===== src/rtl/i2c_dec_pkg.sv =====
package i2c_dec_pkg;

  typedef enum logic [2:0] {
    ST_IDLE,
    ST_INIT,
    ST_WBIT,
    ST_SACK,
    ST_RBIT,
    ST_MACK
  } dec_state_e;

  typedef enum logic [1:0] {
    SH_HOLD,
    SH_IN,
    SH_LEFT,
    SH_LOAD
  } shift_op_e;

endpackage


===== src/rtl/i2c_dec_sampler.sv =====
module i2c_dec_sampler (
  input  logic clk_i,
  input  logic rst_ni,
  input  logic sda_i,
  input  logic scl_i,
  output logic scl_fall_o,
  output logic start_cond_o,
  output logic stop_cond_o,
  output logic bus_change_o
);

  logic sda_q, scl_q;

  // previous samples updated every cycle, independent of state
  always_ff @(posedge clk_i or negedge rst_ni) begin
    if (!rst_ni) begin
      sda_q <= 1'b1;
      scl_q <= 1'b1;
    end else begin
      sda_q <= sda_i;
      scl_q <= scl_i;
    end
  end

  assign scl_fall_o   = scl_q & ~scl_i;
  assign start_cond_o = sda_q & ~sda_i & scl_i;
  assign stop_cond_o  = ~sda_q & sda_i & scl_i;
  assign bus_change_o = (sda_q ^ sda_i) | (scl_q ^ scl_i);

endmodule


===== src/rtl/i2c_dec_shifter.sv =====
module i2c_dec_shifter
  import i2c_dec_pkg::*;
#(
  parameter int unsigned BYTE_W = 8
) (
  input  logic              clk_i,
  input  logic              rst_ni,
  input  shift_op_e         op_i,
  input  logic              ser_i,
  input  logic [BYTE_W-1:0] load_i,
  output logic [BYTE_W-1:0] q_o
);

  logic [BYTE_W-1:0] q_q;

  always_ff @(posedge clk_i or negedge rst_ni) begin
    if (!rst_ni) begin
      q_q <= '0;
    end else begin
      unique case (op_i)
        SH_IN:   q_q <= {q_q[BYTE_W-2:0], ser_i};
        SH_LEFT: q_q <= {q_q[BYTE_W-2:0], 1'b0};
        SH_LOAD: q_q <= load_i;
        default: q_q <= q_q;
      endcase
    end
  end

  assign q_o = q_q;

endmodule


===== src/rtl/i2c_dec_fsm.sv =====
module i2c_dec_fsm
  import i2c_dec_pkg::*;
#(
  parameter int unsigned BYTE_W = 8
) (
  input  logic              clk_i,
  input  logic              rst_ni,
  input  logic              sda_i,
  input  logic              scl_fall_i,
  input  logic              start_cond_i,
  input  logic              stop_cond_i,
  input  logic              bus_change_i,
  input  logic [BYTE_W-1:0] shreg_i,
  output shift_op_e         op_o,
  output dec_state_e        state_o,
  output logic              start_o,
  output logic [BYTE_W-2:0] addr_o,
  output logic              rnw_o,
  output logic              wr_o,
  output logic [BYTE_W-1:0] wdata_o,
  output logic              rdreq_o,
  output logic              nack_o,
  output logic              stop_o
);

  localparam int unsigned CNT_W = $clog2(BYTE_W);
  localparam logic [CNT_W-1:0] LAST_BIT = CNT_W'(BYTE_W - 1);

  dec_state_e        state_q, state_d;
  logic [CNT_W-1:0]  bit_q, bit_d;
  logic              addr_vld_q, addr_vld_d;
  logic [BYTE_W-2:0] addr_q;
  logic              rnw_q;
  logic              cap_addr;
  logic              is_rd;
  logic              do_stop;
  logic              ev_start, ev_wr, ev_rdreq, ev_nack, ev_stop;
  shift_op_e         op;

  always_comb begin
    state_d    = state_q;
    bit_d      = bit_q;
    addr_vld_d = addr_vld_q;
    op         = SH_HOLD;
    cap_addr   = 1'b0;
    is_rd      = 1'b0;
    do_stop    = 1'b0;
    ev_start   = 1'b0;
    ev_wr      = 1'b0;
    ev_rdreq   = 1'b0;
    ev_nack    = 1'b0;
    ev_stop    = 1'b0;
    unique case (state_q)
      ST_IDLE: begin
        if (start_cond_i) state_d = ST_INIT;
      end
      ST_INIT: begin
        if (scl_fall_i && !sda_i) begin
          state_d = ST_WBIT;
          bit_d   = '0;
        end else if (bus_change_i) begin
          state_d = ST_IDLE;
        end
      end
      ST_WBIT: begin
        if (scl_fall_i) begin
          op    = SH_IN;
          bit_d = bit_q + CNT_W'(1);
          if (bit_q == LAST_BIT) state_d = ST_SACK;
        end else if (stop_cond_i) begin
          do_stop = 1'b1;
        end
      end
      ST_SACK: begin
        if (scl_fall_i) begin
          if (!addr_vld_q) begin
            cap_addr   = 1'b1;
            addr_vld_d = 1'b1;
            ev_start   = 1'b1;
            is_rd      = shreg_i[0];
          end else begin
            ev_wr = 1'b1;
            is_rd = rnw_q;
          end
          bit_d = '0;
          if (is_rd) begin
            op       = SH_LOAD;
            ev_rdreq = 1'b1;
            state_d  = ST_RBIT;
          end else begin
            state_d = ST_WBIT;
          end
        end else if (stop_cond_i) begin
          do_stop = 1'b1;
        end
      end
      ST_RBIT: begin
        if (scl_fall_i) begin
          op    = SH_LEFT;
          bit_d = bit_q + CNT_W'(1);
          if (bit_q == LAST_BIT) state_d = ST_MACK;
        end else if (stop_cond_i) begin
          do_stop = 1'b1;
        end
      end
      ST_MACK: begin
        if (scl_fall_i) begin
          if (!sda_i) begin
            op       = SH_LOAD;
            ev_rdreq = 1'b1;
          end else begin
            ev_nack = 1'b1;
          end
          bit_d   = '0;
          state_d = ST_RBIT;
        end else if (stop_cond_i) begin
          do_stop = 1'b1;
        end
      end
      default: state_d = ST_IDLE;
    endcase
    if (do_stop) begin
      state_d    = ST_IDLE;
      ev_stop    = addr_vld_q;
      addr_vld_d = 1'b0;
    end
  end

  always_ff @(posedge clk_i or negedge rst_ni) begin
    if (!rst_ni) begin
      state_q    <= ST_IDLE;
      bit_q      <= '0;
      addr_vld_q <= 1'b0;
      addr_q     <= '0;
      rnw_q      <= 1'b0;
      wdata_o    <= '0;
      start_o    <= 1'b0;
      wr_o       <= 1'b0;
      rdreq_o    <= 1'b0;
      nack_o     <= 1'b0;
      stop_o     <= 1'b0;
    end else begin
      state_q    <= state_d;
      bit_q      <= bit_d;
      addr_vld_q <= addr_vld_d;
      if (cap_addr) begin
        addr_q <= shreg_i[BYTE_W-1:1];
        rnw_q  <= shreg_i[0];
      end
      if (ev_wr) wdata_o <= shreg_i;
      start_o <= ev_start;
      wr_o    <= ev_wr;
      rdreq_o <= ev_rdreq;
      nack_o  <= ev_nack;
      stop_o  <= ev_stop;
    end
  end

  assign op_o    = op;
  assign state_o = state_q;
  assign addr_o  = addr_q;
  assign rnw_o   = rnw_q;

endmodule


===== src/rtl/i2c_bitbang_decoder.sv =====
module i2c_bitbang_decoder
  import i2c_dec_pkg::*;
#(
  parameter int unsigned BYTE_W = 8
) (
  input  logic              clk_i,
  input  logic              rst_ni,
  input  logic              sda_i,
  input  logic              scl_i,
  input  logic [BYTE_W-1:0] rd_byte_i,
  output logic              start_o,
  output logic [BYTE_W-2:0] addr_o,
  output logic              rnw_o,
  output logic              wr_strobe_o,
  output logic [BYTE_W-1:0] wr_data_o,
  output logic              rd_req_o,
  output logic              nack_o,
  output logic              stop_o,
  output logic              sda_o
);

  logic              scl_fall_w, start_cond_w, stop_cond_w, bus_change_w;
  logic [BYTE_W-1:0] shreg_w;
  shift_op_e         op_w;
  dec_state_e        state_w;

  i2c_dec_sampler u_sampler (
    .clk_i        (clk_i),
    .rst_ni       (rst_ni),
    .sda_i        (sda_i),
    .scl_i        (scl_i),
    .scl_fall_o   (scl_fall_w),
    .start_cond_o (start_cond_w),
    .stop_cond_o  (stop_cond_w),
    .bus_change_o (bus_change_w)
  );

  i2c_dec_shifter #(.BYTE_W(BYTE_W)) u_shifter (
    .clk_i  (clk_i),
    .rst_ni (rst_ni),
    .op_i   (op_w),
    .ser_i  (sda_i),
    .load_i (rd_byte_i),
    .q_o    (shreg_w)
  );

  i2c_dec_fsm #(.BYTE_W(BYTE_W)) u_fsm (
    .clk_i        (clk_i),
    .rst_ni       (rst_ni),
    .sda_i        (sda_i),
    .scl_fall_i   (scl_fall_w),
    .start_cond_i (start_cond_w),
    .stop_cond_i  (stop_cond_w),
    .bus_change_i (bus_change_w),
    .shreg_i      (shreg_w),
    .op_o         (op_w),
    .state_o      (state_w),
    .start_o      (start_o),
    .addr_o       (addr_o),
    .rnw_o        (rnw_o),
    .wr_o         (wr_strobe_o),
    .wdata_o      (wr_data_o),
    .rdreq_o      (rd_req_o),
    .nack_o       (nack_o),
    .stop_o       (stop_o)
  );

  // target drives data only while read bits are on the bus
  assign sda_o = (state_w == ST_RBIT) && shreg_w[BYTE_W-1];

endmodule


===== config.mk =====
export PLATFORM = sky130hd
export DESIGN_NAME = i2c_bitbang_decoder
export DESIGN_NICKNAME = d
export VERILOG_FILES = /design/src/rtl/i2c_dec_pkg.sv /design/src/rtl/i2c_dec_sampler.sv /design/src/rtl/i2c_dec_shifter.sv /design/src/rtl/i2c_dec_fsm.sv /design/src/rtl/i2c_bitbang_decoder.sv
export SDC_FILE = /design/constraint.sdc
export NUM_CORES = 1
export LEC_CHECK = 0
export BUFFER_PORTS_ARGS = -buffer_cell sky130_fd_sc_hd__buf_2
export CAP_MARGIN = 25
export CORE_ASPECT_RATIO = 0.75
export CORE_MARGIN = 5
export CORE_UTILIZATION = 58
export CTS_CLUSTER_SIZE = 24
export DETAILED_ROUTE_END_ITERATION = 10
export PLACE_DENSITY_LB_ADDON = 0.12
export SKIP_CTS_REPAIR_TIMING = 1
export SKIP_LAST_GASP = 1
export SYNTH_ARGS = -nofsm -noshare
export SYNTH_HDL_FRONTEND = slang
export SYNTH_SLANG_ARGS = --single-unit

===== constraint.sdc =====
create_clock -name clk_i -period 3.6 [get_ports clk_i]
set_clock_uncertainty 0.05 [all_clocks]
set_input_delay 0.36 -clock clk_i [delete_from_list [all_inputs] [get_ports clk_i]]
set_output_delay 0.36 -clock clk_i [all_outputs]
set_load 0.005 [all_outputs]

# Word level (Yosys, flattened, before mapping)
# Cells that the tools add are included.
# word_totals
output_inout_bits	22
register_bits	38
# classes
n_reduce_logical	14
eq_ne	20
n_mux	48
addsub	1
n_bitwise	11
# ops
operator	n
$mux 3	14
$mux 1	24
$pmux 8 s3	1
$ne 3x1->1 const B	6
$pmux 3 s6	1
$mux 2	5
$eq 3x3->1 const B	3
$pmux 3 s3	1
$pmux 2 s4	1
$reduce_and 8->1	1
$eq 3x2->1 const B	2
$ne 2x1->1 const B	3
$reduce_bool 3->1	2
$and 1x1->1	5
$eq 2x2->1 const B	2
$ne 4x2->1 const B	1
$reduce_and 4->1	1
$reduce_bool 2->1	2
$reduce_or 2->1	2
$reduce_or 4->1	1
$add 3x1->3 const B	1
$eq 3x1->1 const B	1
$logic_not 3->1	1
$ne 3x2->1 const B	1
8 further kinds	12

# Logic depth before layout (Yosys ltp)
# depth
ltp_word	9
mapped_depth	6
ltp_nobuf	6

# Hierarchy
# From an unflattened synthesis, not the netlist that was laid out.
# unflattened
cells_unflattened	150
hier_area_um2	1930.6
# modules_own_cells
module	area_each_um2	n_inst	cells_per_inst
i2c_dec_fsm	1333.8	1	103
i2c_dec_shifter	466.7	1	35
i2c_dec_sampler	117.6	1	11
i2c_bitbang_decoder	12.5	1	1

# Least setup slack after synthesis
# No wires, ideal clock.
# synth_timing
path_type	input -> register
startpoint	input scl_i
endpoint	register u_shifter.q_q[0] (netlist: u_shifter.q_o[0])
setup_slack_ns	1.734
stages	6
setup_time_ns	0.125
t_arrival_ns	1.691
required_ns	3.425
cell_sequence	inv_1 ha_1 and4bb_4 a31oi_4 mux2_2 mux2_2
# synth_between
elab_chain_cells	6
elab_cells_between_ends	12
cone_classes	3 x eq/ne; 6 x mux; 2 x bitwise; 1 x reduce/logical
# synth_rtl
element	line_no	source
from (decl)	i2c_bitbang_decoder.sv:9	input logic scl_i,
$not 1->1 *	i2c_dec_sampler.sv:25	assign scl_fall_o = scl_q & ~scl_i;
$and 1x1->1 *	i2c_dec_sampler.sv:25	
$mux 2 (tied with other cells)	i2c_dec_fsm.sv:107	if (scl_fall_i) begin
$pmux 2 s4 *	i2c_dec_fsm.sv:53	unique case (state_q)
$eq 2x2->1 or $eq 2x1->1 (tied branches)	i2c_dec_shifter.sv:20	unique case (op_i)
$pmux 8 s3 or $reduce_bool 3->1 (tied branches)	--	
to (signal assigned)	i2c_dec_shifter.sv:21	SH_IN: q_q <= {q_q[BYTE_W-2:0], ser_i};
to (signal assigned)	i2c_dec_shifter.sv:22	SH_LEFT: q_q <= {q_q[BYTE_W-2:0], 1'b0};
to (signal assigned)	i2c_dec_shifter.sv:23	SH_LOAD: q_q <= load_i;
to (decl)	i2c_dec_shifter.sv:14	logic [BYTE_W-1:0] q_q;
# Every way passes the cells marked *; elsewhere a longest branch is shown, timed or not.
# A chain may end at the register's enable or synchronous reset.

# Worst setup path after layout
# layout_timing
startpoint	register u_fsm.state_q[2] (netlist: u_fsm.state_o[2])
endpoint	register u_shifter.q_q[2] (netlist: u_shifter.q_o[2])
# layout_between
elab_chain_cells	4
elab_cells_between_ends	10
cone_classes	7 x eq/ne; 2 x mux; 1 x reduce/logical
# layout_rtl
element	line_no	source
from (decl)	i2c_dec_fsm.sv:29	dec_state_e state_q, state_d;
from (signal assigned)	i2c_dec_fsm.sv:143	state_q <= state_d;
$eq 3x3->1 or $eq 3x2->1 (tied branches)	i2c_dec_fsm.sv:53	
$pmux 2 s4 *	i2c_dec_fsm.sv:53	
$eq 2x2->1 or $eq 2x1->1 (tied branches)	i2c_dec_shifter.sv:20	
$pmux 8 s3 or $reduce_bool 3->1 (tied branches)	--	
# Marks and branches as above.

==> impl_metrics.toml <==
[run_status]
outcome = "completed"

[drt]
drc = 0
initialDrtViolationCount = 64
drtAntennaViolNets = 0
vias = 1182
wl_um = 3510
routedWlPerCell_um = 16.5
drt-pass1-iter-count = 4
routed_via_density = 5.58

[global_route]
grt_pass1_vias = 1179
gr-total-overflow = 0
grt_pass1_wl_um = 5800
track_usage = 0.178
antenna_found_initial = 0
grt_max_degree = 39

[synth]
synth_edf_count = 0
seq_area_frac_synth = 0.530
synth_seq_cells = 38
yosysWarnings = 0
synthFlopType = "dfrtp_1"
asyncSetResetFlopFracSynth = 1.00
synthDistinctLibCells = 39
syn-num-nets = 154
synthCells = 136
syn_area_um2 = 1800
syn_area_per_cell_um2 = 13.2

[finish]
final_cell_mix = "36 x dfrtp_1, 33 x buf_2, 32 x mux2_2"
final_common_cell = "dfrtp_1"
drive_above_1_share = 0.466
antenna_cells = 0
final_net_count = 191
synthToLayoutAreaGrowth_pct = 15.8
fillers = 225
final_util = 0.705

[cts]
cts_tree = "built"
cts_made_buffers = 5
clock_latency_ps = 280
htree_num_levels = 2
cts_sinks = 38
cts_buffer_depth = 2
clkTransAtPathRegs_ps = 70
clock-root-buffer = "clkbuf_8"

[worst_setup_path]
critPathCaptureType = "flop"
path_class = "flop to flop"
slowest_stage = "dfrtp_1"
max_stage_delay_ps = 630
cp-start-kind = "flop"
cp_max_fo = 15
crit_required_ps = 3710
path_cells = "nand2b_1 -> o22ai_1 -> nor2b_1 -> mux2_2"
arrival_ps = 2400

[timing]
fin_crit_ps = 2290
tns_ps = 0
setup_ws_ps = 1310
rsz0062_at_grt = "no"
max-slew-margin-rel = 0.467
setup-violations-final = 0
tightest_slew_ps = 800
slew_violations = 0
max_freq_ghz = 0.437
fin_crit_sh = 0.635
hold_viol = 0

[floorplanning]
chipWidth_um = 74.3
chipHeight_um = 58.3
core-area_um2 = 2960
start_util = 0.609
dieArea_um2 = 4330
io_pins = 34
num_rows = 17

[pwr]
p_leak_nw = 1.12
peakVddDrop_mv = 0.398
p_per_area_nw_per_um2 = 563

[placed_design]
routabilityCongestion = 0.806
dp_hpwl_um = 2610
post-place-ws_ps = 1350
numPortBuffers = 33

[flow_run]
drv_cap = 0

[min_path]
hold_class = "input pin to async pin"
-- worst max-delay path, delay by kind of cell, from the launching register on --
| family | cells | cell delay [ps] |
|---|---|---|
| compound gates | 1 | 220 |
| mux | 1 | 420 |
| flops | 1 | 630 |
| simple gates | 2 | 850 |
-- cells in the mapped netlist, types with 3 or more instances --
cell type / n / area share
dfrtp_1: 36 / 0.50
a21oi_1: 6 / 0.017
ha_1: 6 / 0.042
a22o_1: 3 / 0.015
mux2_2: 32 / 0.20
inv_1: 6 / 0.013
nor2_1: 5 / 0.010
-- power by group --
part / total (mW) / internal, mW / leakage, nW / switching [mW]
registers: 0.597 / 0.497 / 0.516 / 0.100
clock network: 0.287 / 0.154 / 0.0482 / 0.133
logic: 0.290 / 0.158 / 0.559 / 0.132
total: 1.17 / 0.809 / 1.12 / 0.365
-- cell families (layout without fill, tap and decap cells) --
group,count (synthesis),count (layout),share of synthesized area
multiplexers,34,34,0.212
adder cells (fa/ha/maj),6,6,0.0417
AND/OR/NAND/NOR,30,30,0.115
AO/OA/AOI/OAI,18,18,0.0737
flip-flops,38,38,0.530
XOR/XNOR,1,1,0.00487
buffers and inverters,9,47,0.0236
-- sequential cells by signal (all words and copies together), names as in the netlist --
register,count
u_fsm.addr_o,7
u_fsm.addr_vld_q,1
u_fsm.bit_q,3
u_fsm.nack_o,1
u_fsm.rdreq_o,1
u_fsm.rnw_o,1
u_fsm.start_o,1
u_fsm.state_o,3
u_fsm.stop_o,1
u_fsm.wdata_o,8
u_fsm.wr_o,1
u_sampler.scl_q,1
u_sampler.sda_q,1
u_shifter.q_o,8
-- final cells by class --
cell class / instances / area [µm²] / share of cell area
sequential: 38 / 953 / 0.457
multi-input combinational: 89 / 805 / 0.386
timing repair buffer: 33 / 165 / 0.0792
clock buffer: 7 / 86.3 / 0.0414
tap: 38 / 47.5 / 0.0228
inverter: 6 / 22.5 / 0.0108
clock inverter: 1 / 5.00 / 0.00240
-- stage by stage --
stage / power [mW] / instance area, µm² / hold slack (ps) / cells
after floorplan: 0.810 / 1800 / 14.4 / 136
after global placement: 0.867 / 1990 / 433 / 204
after detailed placement: 0.891 / 1990 / 440 / 204
after CTS: 1.18 / 2080 / 142 / 212
after global routing: 1.25 / 2080 / 146 / 212
final: 1.17 / 2080 / 116 / 212
-- worst paths after layout --
| path | slack (ps) | endpoint | start | cells past startpoint |
|---|---|---|---|---|
| min | 120 | u_fsm.bit_q[2] | rst_ni | 1 |
| max reg2reg | 1310 | u_shifter.q_o[2] | u_fsm.state_o[2] | 4 |
| max | 1310 | u_shifter.q_o[2] | u_fsm.state_o[2] | 4 |
| min in group clk_i | 160 | u_sampler.scl_q | scl_i | 1 |
| max in group asynchronous | 2880 | u_fsm.addr_vld_q | rst_ni | 1 |
| min reg2reg | 450 | u_fsm.wdata_o[7] | u_fsm.wdata_o[7] | 1 |
-- per-layer routing --
metal | GRT usage | vias up | wire (µm)
met2 | 0.279 | 35 | 1660
met1 | 0.245 | 578 | 1630
met3 | 0.0572 | 2 | 208
li1 | - | 567 | -
met5 | 0 | - | 0
met4 | 0.0381 | 0 | 7
Power figures use the tool's default switching activity.
